[src/rtl/wdog_pkg.sv]
package wdog_pkg;
  typedef enum logic [1:0] {
    REQ_NONE  = 2'd0,
    REQ_RESET = 2'd1,
    REQ_WAKE  = 2'd2
  } wd_req_e;
endpackage

[src/rtl/wdog_base_cnt.sv]
module wdog_base_cnt #(
  parameter int BASE_W = 8
) (
  input  logic              clk,
  input  logic              rst_n,
  input  logic              clr,
  input  logic              adv,
  output logic              wrap,
  output logic              win
);
  localparam logic [BASE_W-1:0] MAX_CNT = {BASE_W{1'b1}};

  logic [BASE_W-1:0] cnt_q;

  always_ff @(posedge clk or negedge rst_n) begin
    if (!rst_n)    cnt_q <= '0;
    else if (clr)  cnt_q <= '0;
    else if (adv)  cnt_q <= cnt_q + 1'b1;
  end

  assign wrap = adv && (cnt_q == MAX_CNT);
  // last quarter: both top bits set
  assign win  = &cnt_q[BASE_W-1 -: 2];
endmodule

[src/rtl/wdog_postscaler.sv]
module wdog_postscaler #(
  parameter int POST_W = 16,
  parameter int SEL_W  = 4
) (
  input  logic             clk,
  input  logic             rst_n,
  input  logic             clr,
  input  logic             adv,
  input  logic [SEL_W-1:0] sel,
  output logic             hit
);
  logic [POST_W-1:0] cnt_q;
  logic [POST_W-1:0] mask;

  // low 'sel' bits all ones means the next advance carries out of tap sel-1
  always_comb begin
    for (int i = 0; i < POST_W; i++) begin
      mask[i] = (i < int'(sel));
    end
  end

  always_ff @(posedge clk or negedge rst_n) begin
    if (!rst_n)    cnt_q <= '0;
    else if (clr)  cnt_q <= '0;
    else if (adv)  cnt_q <= cnt_q + 1'b1;
  end

  assign hit = adv && ((cnt_q & mask) == mask);
endmodule

[src/rtl/wdog_ctrl.sv]
module wdog_ctrl
  import wdog_pkg::*;
(
  input  logic clk,
  input  logic rst_n,
  input  logic hw_en,
  input  logic sw_en,
  input  logic tick,
  input  logic clr_stb,
  input  logic sleep_stb,
  input  logic fsel_chg_stb,
  input  logic clk_fail_stb,
  input  logic win_en_n,
  input  logic win,
  input  logic hit,
  output logic adv,
  output logic cnt_clr,
  output logic rst_req,
  output logic wake_req
);
  logic    run, clr_ok, clr_evt, fault, tmo;
  logic    asleep_q;
  wd_req_e req_d, req_q;

  assign run     = hw_en | sw_en;
  assign clr_ok  = win_en_n | win;
  assign fault   = run & clr_stb & ~clr_ok;
  assign clr_evt = sleep_stb | fsel_chg_stb | clk_fail_stb | (clr_stb & clr_ok);
  assign tmo     = run & hit & ~clr_evt & ~fault;
  assign adv     = run & tick;
  assign cnt_clr = ~run | clr_evt | fault | tmo;

  always_comb begin
    req_d = REQ_NONE;
    if (fault)         req_d = REQ_RESET;
    else if (tmo)      req_d = asleep_q ? REQ_WAKE : REQ_RESET;
  end

  always_ff @(posedge clk or negedge rst_n) begin
    if (!rst_n) begin
      req_q    <= REQ_NONE;
      asleep_q <= 1'b0;
    end else begin
      req_q <= req_d;
      if (sleep_stb)                asleep_q <= 1'b1;
      else if (req_d == REQ_WAKE)   asleep_q <= 1'b0;
    end
  end

  assign rst_req  = (req_q == REQ_RESET);
  assign wake_req = (req_q == REQ_WAKE);
endmodule

[src/rtl/wdog_windowed.sv]
module wdog_windowed #(
  parameter int BASE_W = 8,
  parameter int POST_W = 16,
  parameter int SEL_W  = 4
) (
  input  logic             clk,
  input  logic             rst_n,
  input  logic             tick,
  input  logic             hw_en,
  input  logic             sw_en,
  input  logic             clr_stb,
  input  logic             sleep_stb,
  input  logic             fsel_chg_stb,
  input  logic             clk_fail_stb,
  input  logic             win_en_n,
  input  logic [SEL_W-1:0] ps_sel,
  output logic             rst_req,
  output logic             wake_req,
  output logic             win_flag
);
  logic adv, cnt_clr, wrap, hit;

  wdog_ctrl u_ctrl (
    .clk(clk), .rst_n(rst_n), .hw_en(hw_en), .sw_en(sw_en), .tick(tick),
    .clr_stb(clr_stb), .sleep_stb(sleep_stb), .fsel_chg_stb(fsel_chg_stb),
    .clk_fail_stb(clk_fail_stb), .win_en_n(win_en_n), .win(win_flag),
    .hit(hit), .adv(adv), .cnt_clr(cnt_clr),
    .rst_req(rst_req), .wake_req(wake_req)
  );

  wdog_base_cnt #(.BASE_W(BASE_W)) u_base (
    .clk(clk), .rst_n(rst_n), .clr(cnt_clr), .adv(adv),
    .wrap(wrap), .win(win_flag)
  );

  wdog_postscaler #(.POST_W(POST_W), .SEL_W(SEL_W)) u_post (
    .clk(clk), .rst_n(rst_n), .clr(cnt_clr), .adv(wrap),
    .sel(ps_sel), .hit(hit)
  );
endmodule

[config.mk]
export PLATFORM = sky130hd
export DESIGN_NAME = wdog_windowed
export DESIGN_NICKNAME = d
export VERILOG_FILES = /design/src/rtl/wdog_pkg.sv /design/src/rtl/wdog_base_cnt.sv /design/src/rtl/wdog_postscaler.sv /design/src/rtl/wdog_ctrl.sv /design/src/rtl/wdog_windowed.sv
export SDC_FILE = /design/constraint.sdc
export NUM_CORES = 1
export LEC_CHECK = 0
export BUFFER_PORTS_ARGS = -buffer_cell sky130_fd_sc_hd__buf_2
export CAP_MARGIN = 20
export CORE_MARGIN = 2
export CORE_UTILIZATION = 57
export DETAILED_ROUTE_END_ITERATION = 10
export HOLD_SLACK_MARGIN = 0.06
export PLACE_DENSITY = 0.89
export SLEW_MARGIN = 20
export SYNTH_ARGS = -nofsm -noshare
export SYNTH_HDL_FRONTEND = slang
export SYNTH_SLANG_ARGS = --single-unit
[constraint.sdc]
create_clock -name clk -period 2.49 [get_ports clk]
set_clock_uncertainty 0.2 [all_clocks]
set_input_delay 0.6225 -clock clk [delete_from_list [all_inputs] [get_ports clk]]
set_output_delay 0.6225 -clock clk [all_outputs]
set_load 0.03 [all_outputs]
==> flow_summary.ini <==
[routing]
vias_per_cell = 6.12
initialDrtViolationCount = 40
vias = 1223
wire_per_inst_um = 15.6
routed_wirelength_mm = 3.12
drc_errors = 0
ant_nets = 0
dr.pass1.iters = 4

[floorplan]
start_util_pct = 60.6
die_area_mm2 = 0.00309
rows = 18
pin_count = 17
die_h_um = 55.6
core_mm2 = 0.00250
die_w_um = 55.6

[critical_path]
path_buf_inv = 2
worst_ep_required_time_ns = 2.50
cp_top_family = simple AND/OR/NAND/NOR gates
path_max_fanout = 13
cp_slowest_stage_delay_ns = 0.41
worstSetupStartpointType = input port
cp_common_cell = nor4_1
r2r_slack_ns = 0.44
reg2regPathDepth = 6
critPathSlowestCell = nor4_1
end_kind = flip-flop
startpoint = sleep_stb
r2r_start = u_base.cnt_q[0]$_DFFE_PN0P_
r2r-end = u_post.cnt_q[11]$_DFFE_PN0P_
crit_chain = buf_2 -> nor4_1 -> o21ai_0 -> nor4_1 -> and4_1 -> buf_4 -> nor3_1
critical_path_arrival_ns = 2.25
path_class = in -> reg

[global_routing]
antenna_found_initial = 0
grtUsageTotal_pct = 21.4
grt_pass1_vias = 1192
grt_max_degree = 27
grt_pass1_wl_mm = 5.38
grt_overflow = 0

[synth]
synth_nets = 167
synth_cell_types = 37
synth_compound_area_share_pct = 8.92
synth_top_family_by_area = simple AND/OR/NAND/NOR gates
synth_top_cells_by_area = dfrtp_1 (43%), nor3_1 (7.6%), xor2_1 (6.9%)
synth_edf_count = 0
muxShareOfSynthArea_pct = 1.32
synth_commonest_cells = dfrtp_1 (26), nor3_1 (23), xor2_1 (12)
synth_warnings = 0
synth_fa_ha_area_share_pct = 1.65
netlist_instances = 151
synth_xor_area_share_pct = 12.1
synth_seq_cells = 26
synth_simple_gate_area_share_pct = 28.1
synth_largest_area_cell = dfrtp_1
synth_top_area_share_pct = 42.9
synth_most_common_cell = dfrtp_1
postSynthAreaPerCell_um2 = 10.0
mappedNetlistArea_mm2 = 0.00152
synth_ff_type = dfrtp_1
synthArstFlopShare_pct = 100
ys_seq_area_share_pct = 42.9

[sta]
setup_viol = 0
tightest_slew_ns = 0.567
rsz0062_at_grt = no
slew_headroom_pct = 62.2
hold_viol_final = 0
post-route-period-util_pct = 90.1
max_freq_mhz = 446
drv_slew = 0
period_needed_ns = 2.24
setup-tns-final_ns = 0

[power]
pwr-share-clk_pct = 30.8
pwr_density_cell_mw_per_mm2 = 414
p_sw_share_pct = 22.5
p_int_uw = 529
switchingPower_uw = 154
total_power_uw = 683
power.leakage_nw = 0.723
ir_drop_mv = 0.379
seqPwrFrac_pct = 62.1
p_comb_share_pct = 7.1

[clocking]
cts_made_buffers = 3
postCtsSetupRepairBufs = 0
cts_root_buffer = clkbuf_4
cts_buffer_depth = 2
holdBufCountCts = 0
tritoncts_num_sinks = 26
cts_tree = built
h-tree-depth = 1
clkTransAtPathRegs_ns = 0.13
cts-resized-gates = 0
clkLatencyLatePin_ns = 0.32

[finish]
drive_above_1_share_pct = 18.2
ff_latch_area_um2 = 651
n_antenna_cell = 0
finalNetCount = 187
multi_input_area_um2 = 790
syn2layout_area_growth_pct = 8.92
design_area_mm2 = 0.00165
fillers = 182

[placed_design]
place_area_mm2 = 0.00161
globalplace.congestion = 0.937
hpwl_mm = 2.27
portBuffers = 16

[run_status]
status = completed

[hold_path]
hold_path_class = in -> async

[run]
drv_cap = 0
-- cells in the final DEF, fill, tap and decap left out, drive strengths merged, types with 2 or more instances in the layout --
| master | synthesis | layout |
|---|---|---|
| clkbuf | 2 | 4 |
| and4 | 2 | 2 |
| nor3 | 24 | 24 |
| dfrtp | 26 | 26 |
| xnor2 | 9 | 9 |
| nand4 | 7 | 7 |
| nand3 | 8 | 8 |
| nor4 | 4 | 4 |
| o21ai | 6 | 6 |
| nor2 | 5 | 5 |
| and2 | 2 | 2 |
| ha | 2 | 2 |
| buf | 3 | 20 |
| a21oi | 4 | 4 |
| nor2b | 2 | 2 |
| mux2i | 2 | 2 |
| and3 | 2 | 2 |
| nand2 | 7 | 7 |
| nand2b | 3 | 3 |
| xor2 | 12 | 12 |
| inv | 7 | 7 |
-- worst max-delay path by stage --
| stage | endpoint | slack, ns | depth (start not counted) |
|---|---|---|---|
| after floorplan | u_base.cnt_q[0]$_DFFE_PN0P_ | 0.34 | 7 |
| after global placement | u_base.cnt_q[6]$_DFFE_PN0P_ | 0.12 | 7 |
| after detailed placement | u_base.cnt_q[3]$_DFFE_PN0P_ | 0.02 | 7 |
| after CTS | u_base.cnt_q[3]$_DFFE_PN0P_ | 0.30 | 7 |
| after global routing | u_base.cnt_q[5]$_DFFE_PN0P_ | 0.14 | 7 |
| final | u_base.cnt_q[3]$_DFFE_PN0P_ | 0.25 | 7 |
-- logic make-up after synthesis --
family / Yosys count
AOI/OAI and AO/OA: 18
xor gates and xnor gates: 21
adders and majority gates: 2
buffers and inverters: 12
DFF: 26
muxes: 2
and+or+nand+nor: 70
-- metal layers --
metal / GRT usage (%) / share of wire (%) / vias to the layer above
li1: - / - / 583
met1: 29.7 / 46 / 594
met3: 3.98 / 4.5 / 8
met4: 7.32 / 1.8 / 0
met5: 0 / 0 / -
met2: 33.8 / 48 / 38
-- per-stage QoR --
stage / setup WS, ns / hold slack, ns / util [%] / cells
6_report: 0.246 / 0.0744 / 66.0 / 200
5_1_grt: 0.143 / 0.101 / 66.0 / 200
4_1_cts: 0.299 / 0.0828 / 66.0 / 200
3_5_place_dp: 0.0178 / 0.296 / 64.6 / 196
3_3_place_gp: 0.124 / 0.284 / 64.6 / 196
2_1_floorplan: 0.344 / 0.127 / - / 151
-- power by group through the flow --
stage / Clock [mW] / Sequential, mW / Combinational (mW)
final: 0.210 / 0.424 / 0.0485
after detailed placement: 0 / 0.432 / 0.0474
after CTS: 0.215 / 0.424 / 0.0481
after global routing: 0.240 / 0.424 / 0.0537
after floorplan: 0 / 0.432 / 0.0184
after global placement: 0 / 0.432 / 0.0453
-- area by class of cell --
type	count	area share (%)
timing repair buffer	20	6.67
tap	30	2.27
sequential	26	39.4
multi-input combinational	113	47.8
inverter	7	1.59
clock buffer	4	2.20
-- state kept, by name, indices dropped and copies added (netlist names) --
| name | count |
|---|---|
| u_base.cnt_q | 8 |
| u_ctrl.asleep_q | 1 |
| u_ctrl.req_q | 2 |
| u_post.cnt_q | 15 |
No activity file was read; power rests on OpenSTA's default activity.
